<file path="src/rtl/irqc_pkg.sv">
package irqc_pkg;
  localparam int BANK_W = 32;
  localparam int PRIO_W = 3;
  localparam int SLOT_W = 4;
  localparam int SLOTS_PER_REG = 8;
  typedef logic [PRIO_W-1:0] prio_t;
  localparam prio_t FAST_LIMIT = 3'd2;
  localparam prio_t PRIO_RESET = 3'd7;

  function automatic logic in_class(input prio_t p, input logic fast);
    return fast ? (p < FAST_LIMIT) : (p >= FAST_LIMIT);
  endfunction
endpackage

</file>
<file path="src/rtl/irqc_latch.sv">
module irqc_latch #(
  parameter int NSRC = 64
) (
  input  logic            clk,
  input  logic            rst,
  input  logic [NSRC-1:0] src_i,
  input  logic [NSRC-1:0] clr_i,
  input  logic [NSRC-1:0] en_i,
  input  logic            hold_i,
  output logic [NSRC-1:0] pend_o,
  output logic [NSRC-1:0] act_o
);
  logic [NSRC-1:0] prev_q, pend_q, armed_q;

  always_ff @(posedge clk) begin
    if (rst) begin
      prev_q  <= '0;
      pend_q  <= '0;
      armed_q <= '0;
    end else begin
      prev_q  <= src_i;
      pend_q  <= (pend_q & ~clr_i) | (src_i & ~prev_q);
      armed_q <= (armed_q | (pend_q & en_i)) & ~clr_i;
    end
  end

  assign pend_o = pend_q;
  assign act_o  = pend_q & (hold_i ? (en_i | armed_q) : en_i);

  for (genvar i = 0; i < NSRC; i++) begin : g_chk
    // a sampled rising edge sets the request
    p_edge_sets_r1: assert property (@(posedge clk) disable iff (rst)
      (src_i[i] && !prev_q[i]) |=> pend_q[i]);
    // only a clear bit removes a request
    p_pend_holds_r1: assert property (@(posedge clk) disable iff (rst)
      (pend_q[i] && !clr_i[i]) |=> pend_q[i]);
  end
endmodule

</file>
<file path="src/rtl/irqc_arbiter.sv">
module irqc_arbiter
  import irqc_pkg::*;
#(
  parameter int NSRC = 64,
  parameter bit FAST = 1'b1,
  localparam int IDW = $clog2(NSRC)
) (
  input  logic                clk,
  input  logic                rst,
  input  logic [NSRC-1:0]     act_i,
  input  prio_t [NSRC-1:0]    prio_i,
  output logic                win_v,
  output logic [IDW-1:0]      win_idx
);
  prio_t best_p;

  always_comb begin
    win_v   = 1'b0;
    win_idx = '0;
    best_p  = '1;
    for (int i = NSRC - 1; i >= 0; i--) begin
      if (act_i[i] && in_class(prio_i[i], FAST) && (!win_v || prio_i[i] <= best_p)) begin
        win_v   = 1'b1;
        win_idx = IDW'(i);
        best_p  = prio_i[i];
      end
    end
  end

  // a winner is always an active source of this class
  p_winner_valid_r6: assert property (@(posedge clk) disable iff (rst)
    win_v |-> (act_i[win_idx] && in_class(prio_i[win_idx], FAST)));
endmodule

</file>
<file path="src/rtl/irq_prio_ctrl.sv">
module irq_prio_ctrl
  import irqc_pkg::*;
#(
  parameter int NSRC = 64,
  parameter int AW   = 8,
  localparam int IDW   = $clog2(NSRC),
  localparam int NBANK = NSRC / BANK_W,
  localparam int NPRI  = NSRC / SLOTS_PER_REG
) (
  input  logic            clk,
  input  logic            rst,
  input  logic [NSRC-1:0] src_i,
  input  logic            reg_wr,
  input  logic            reg_rd,
  input  logic [AW-1:0]   reg_addr,
  input  logic [31:0]     reg_wdata,
  output logic [31:0]     reg_rdata,
  output logic            fiq_o,
  output logic [IDW-1:0]  fiq_id_o,
  output logic            irq_o,
  output logic [IDW-1:0]  irq_id_o
);
  localparam int OFF_PF  = 'h00;
  localparam int OFF_PN  = 'h08;
  localparam int OFF_EN  = 'h18;
  localparam int OFF_CTL = 'h20;
  localparam int OFF_BAS = 'h24;
  localparam int OFF_ENT = 'h28;
  localparam int OFF_PRI = 'h30;

  logic [NSRC-1:0] en_q, clr, pend, act, fast_mask;
  prio_t [NSRC-1:0] prio_q;
  logic            hold_q;
  logic [31:0]     base_q, entry, rd_mux;
  logic [1:0]           win_v;
  logic [1:0][IDW-1:0]  win_idx;

  always_comb begin
    clr = '0;
    if (reg_wr) begin
      for (int b = 0; b < NBANK; b++) begin
        if (reg_addr == AW'(OFF_PF + 4*b) || reg_addr == AW'(OFF_PN + 4*b))
          clr[b*BANK_W +: BANK_W] = reg_wdata;
      end
    end
  end

  always_ff @(posedge clk) begin
    if (rst) begin
      en_q   <= '0;
      hold_q <= 1'b0;
      base_q <= '0;
      for (int i = 0; i < NSRC; i++) prio_q[i] <= PRIO_RESET;
    end else if (reg_wr) begin
      for (int b = 0; b < NBANK; b++)
        if (reg_addr == AW'(OFF_EN + 4*b)) en_q[b*BANK_W +: BANK_W] <= reg_wdata;
      if (reg_addr == AW'(OFF_CTL)) hold_q <= reg_wdata[0];
      if (reg_addr == AW'(OFF_BAS)) base_q <= reg_wdata;
      for (int k = 0; k < NPRI; k++)
        if (reg_addr == AW'(OFF_PRI + 4*k))
          for (int s = 0; s < SLOTS_PER_REG; s++)
            prio_q[k*SLOTS_PER_REG + s] <= reg_wdata[s*SLOT_W +: PRIO_W];
    end
  end

  irqc_latch #(.NSRC(NSRC)) u_latch (
    .clk(clk), .rst(rst), .src_i(src_i), .clr_i(clr), .en_i(en_q),
    .hold_i(hold_q), .pend_o(pend), .act_o(act)
  );

  for (genvar c = 0; c < 2; c++) begin : g_arb
    irqc_arbiter #(.NSRC(NSRC), .FAST(c == 0)) u_arb (
      .clk(clk), .rst(rst), .act_i(act), .prio_i(prio_q),
      .win_v(win_v[c]), .win_idx(win_idx[c])
    );
  end

  always_ff @(posedge clk) begin
    if (rst) begin
      fiq_o    <= 1'b0;
      fiq_id_o <= '0;
      irq_o    <= 1'b0;
      irq_id_o <= '0;
    end else begin
      fiq_o    <= win_v[0];
      fiq_id_o <= win_idx[0];
      irq_o    <= win_v[1];
      irq_id_o <= win_idx[1];
    end
  end

  always_comb begin
    for (int i = 0; i < NSRC; i++) fast_mask[i] = in_class(prio_q[i], 1'b1);
    if (fiq_o)
      entry = base_q + {{(32-IDW-2){1'b0}}, fiq_id_o, 2'b00};
    else if (irq_o)
      entry = base_q + {{(32-IDW-2){1'b0}}, irq_id_o, 2'b00};
    else
      entry = base_q;
  end

  always_comb begin
    rd_mux = '0;
    for (int b = 0; b < NBANK; b++) begin
      if (reg_addr == AW'(OFF_PF + 4*b)) rd_mux = pend[b*BANK_W +: BANK_W] & fast_mask[b*BANK_W +: BANK_W];
      if (reg_addr == AW'(OFF_PN + 4*b)) rd_mux = pend[b*BANK_W +: BANK_W] & ~fast_mask[b*BANK_W +: BANK_W];
      if (reg_addr == AW'(OFF_EN + 4*b)) rd_mux = en_q[b*BANK_W +: BANK_W];
    end
    if (reg_addr == AW'(OFF_CTL)) rd_mux = {31'b0, hold_q};
    if (reg_addr == AW'(OFF_BAS)) rd_mux = base_q;
    if (reg_addr == AW'(OFF_ENT)) rd_mux = entry;
    for (int k = 0; k < NPRI; k++)
      if (reg_addr == AW'(OFF_PRI + 4*k))
        for (int s = 0; s < SLOTS_PER_REG; s++)
          rd_mux[s*SLOT_W +: SLOT_W] = {1'b0, prio_q[k*SLOTS_PER_REG + s]};
  end

  always_ff @(posedge clk) begin
    if (rst) reg_rdata <= '0;
    else if (reg_rd) reg_rdata <= rd_mux;
  end

  // with every enable off and no hold, nothing reaches the outputs
  p_masked_quiet_r8: assert property (@(posedge clk) disable iff (rst)
    ($past(en_q) == '0 && !$past(hold_q)) |-> (!fiq_o && !irq_o));
endmodule

</file>
<file path="config.mk">
export PLATFORM = sky130hd
export DESIGN_NAME = irq_prio_ctrl
export DESIGN_NICKNAME = d
export VERILOG_FILES = /design/src/rtl/irqc_pkg.sv /design/src/rtl/irqc_latch.sv /design/src/rtl/irqc_arbiter.sv /design/src/rtl/irq_prio_ctrl.sv
export SDC_FILE = /design/constraint.sdc
export NUM_CORES = 2
export LEC_CHECK = 0
export ABC_AREA = 1
export BUFFER_PORTS_ARGS = -buffer_cell sky130_fd_sc_hd__buf_2
export CELL_PAD_IN_SITES_DETAIL_PLACEMENT = 1
export CELL_PAD_IN_SITES_GLOBAL_PLACEMENT = 1
export CORE_ASPECT_RATIO = 1.5
export CORE_MARGIN = 2
export CORE_UTILIZATION = 50
export CTS_CLUSTER_DIAMETER = 60
export DETAILED_ROUTE_END_ITERATION = 10
export PLACE_DENSITY_LB_ADDON = 0.2
export SETUP_SLACK_MARGIN = 0.02
export SLEW_MARGIN = 30
export SYNTH_ARGS = -nofsm -noshare
export SYNTH_HDL_FRONTEND = slang
export SYNTH_SLANG_ARGS = --single-unit
</file>
<file path="constraint.sdc">
create_clock -name clk -period 126.9 [get_ports clk]
set_clock_uncertainty 0.2 [all_clocks]
set_input_delay 12.69 -clock clk [delete_from_list [all_inputs] [get_ports clk]]
set_output_delay 12.69 -clock clk [all_outputs]
set_load 0.01 [all_outputs]
</file>
==> reports/qor.yml <==
logic_synthesis:
  synth-seq-cells: 527
  ys_types: 61
  synth_cells: 5617
  post-synth-top-area-fraction_pct: 27.32
  synthFlopType: "dfxtp_1"
  syn_avg_cell_area_um2: 6.874
  syn-num-nets: 6117
  synthesis.area_um2: 38610
  synth_warnings: 0
  yosys.area.top_type: "dfxtp_1"
  ys_seq_area_share_pct: 27.32
  ys_async_sr_fraction_pct: 0
  synth_edf_count: 0
  yosys-top-cells-area: "dfxtp_1, ha_1, nand2_1, inv_1, nand3_1"
clock_network:
  postCtsHoldBufs: 0
  cts_root_buf: "clkbuf_16"
  clock_latency_ns: 0.65
  h-tree-depth: 2
  clockBufferDepth: 3
  clock-sinks: 527
  cts_made_buffers: 55
  path_clk_slew_ns: 0.07
  cts_setup_buffers: 0
  cts_resized: 0
  cts_tree: "built"
setup_path:
  worst_path_max_delay_cell: "a21oi_1"
  worstPathArrival_ns: 75.18
  critical_path.max_fanout: 11
  path_class: "flip-flop to flip-flop"
  critPathLaunchType: "flip-flop"
  required_ns: 127.20
  crit_top_cell: "nand2_1"
  cpPeakStageDelay_ns: 0.44
  endpoint_kind: "flip-flop"
power:
  finalPower_uw: 376.1
  powerDensity_nw_per_um2: 8.856
  leakagePower_uw: 0.02102
  ir_worst_vdd_v: 0.00001052
drt:
  vias: 45012
  vias_per_cell: 6.653
  ant_nets: 0
  drt_iter0_markers: 4665
  wl_um: 201700
  drt-pass1-iter-count: 5
  drc: 0
  routedWlPerCell_um: 29.81
global_route:
  track_usage_pct: 49.66
  grt_max_degree: 151
  grt_antenna_before_repair: 15
  met3_usage_pct: 14.84
  grt_pass1_wl_um: 290900
  grtUsageMet1_pct: 50.84
  gr-max-usage-layer: "met2"
  overflow: 0
  grt_pass1_vias: 45184
  grt_use_met2_pct: 78.66
outcome:
  status: "finished, final reports clean"
floorplan:
  num_io_pins: 154
  die_h_um: 344.4
  core_area_um2: 76330
  num_rows: 124
  dieArea_um2: 79510
  start_util_pct: 50.59
  die_w_um: 230.9
sta:
  final.setup.tns_ns: 0
  rsz0062_at_grt: "false"
  fin_crit_ns: 74.88
  max-slew-margin-rel_pct: 16.15
  finalSetupViolations: 0
  fmax_mhz: 13.36
  worstMarginPinSlew_ns: 1.248
  finalMaxSlewViolations: 0
  finalCritPeriodShare_pct: 59.00
  hold_viol: 0
place:
  placed_area_um2: 40490
  place_inst: 6654
  port_buffers: 153
  hpwl_um: 156100
  gp_congestion: 1.071
min_path:
  hp-class: "flip-flop to flip-flop"
layout:
  instances_no_fill: 6766
  nets: 6208
  syn2layout_area_growth_pct: 9.974
  final_cell_area_um2: 42460
  layout-drive-gt1-share_pct: 7.858
  fillers: 10222
  final_common_cell: "nand2_1"
  postLayoutCoreUtil_pct: 55.63
  final_cell_mix: "nand2_1, inv_1, dfxtp_1"
flow_run:
  drv_cap: 0
synth_stat cells, types with 41 or more instances:
| master | number |
|---|---|
| a21oi_1 | 437 |
| a31oi_1 | 48 |
| and2_1 | 97 |
| clkbuf_1 | 174 |
| dfxtp_1 | 527 |
| ha_1 | 390 |
| inv_1 | 749 |
| nand2_1 | 999 |
| nand3_1 | 475 |
| nor2_1 | 512 |
| nor3_1 | 41 |
| o211ai_1 | 107 |
| o21ai_0 | 388 |
| o221ai_1 | 187 |
| o32ai_1 | 64 |
worst max-delay path: cells and delay by family (launching register included):
family	cells	cell delay, ns
compound gates	133	18.50
fa+ha+maj	63	18.74
buf+inv	75	8.61
flops	1	0.40
simple gates	261	28.04
metrics by stage:
stage,worst slack (ns),hold WS (ns)
5_1_grt,44.22,0.2365
3_5_place_dp,53.24,0.2119
4_1_cts,52.90,0.2221
3_3_place_gp,56.90,0.2010
2_1_floorplan,63.35,0.1982
6_report,52.02,0.2204
registers in the layout, indices dropped and copies added (netlist names):
| name | count |
|---|---|
| prio_q | 192 |
| en_q | 64 |
| u_latch.armed_q | 64 |
| u_latch.pend_o | 64 |
| u_latch.prev_q | 64 |
| base_q | 32 |
| reg_rdata | 32 |
| fiq_id_o | 6 |
| irq_id_o | 6 |
| fiq_o | 1 |
| hold_q | 1 |
| irq_o | 1 |
cell families after synthesis:
kind of cell	Yosys count	share of synthesized area [%]
flops	527	27.32
xor+xnor	27	0.6124
fa+ha+maj	392	12.74
simple gates	2298	26.91
buf+inv	961	9.400
compound gates	1412	23.02
worst paths after layout:
path / cells after the start / start / slack [ns] / end
setup / recovery: 532 / u_latch.pend_o[63] / 52.02 / irq_id_o[5]
hold / removal: 1 / u_latch.prev_q[52] / 0.22 / u_latch.pend_o[52]
setup reg to reg: 532 / u_latch.pend_o[63] / 52.02 / irq_id_o[5]
hold reg to reg: 1 / u_latch.prev_q[52] / 0.22 / u_latch.pend_o[52]
power by group:
group	total, uW	switching (uW)	internal [uW]
Clock	173	76.3	96.7
Sequential	172	2.75	169
Combinational	31.4	23.9	7.45
layer usage:
metal  part of all wire (%)  vias to the layer above
li1                       -                    19645
met1                     33                    21604
met2                     44                     2657
met3                     10                     1098
met4                     13                        8
met5                  0.024                        -
cell type report:
class                           count  area, um2  share of cell area [%]
Antenna cell                        6      15.01                 0.03536
Clock buffer                       76       1607                   3.783
Clock inverter                     25      262.8                  0.6188
Inverter                          773       2910                   6.853
Multi-Input combinational cell   4129      24560                   57.84
Sequential cell                   527      10550                   24.85
Tap cell                         1008       1261                   2.970
Timing Repair Buffer              222       1296                   3.053
(Power assumes the default switching activity.)
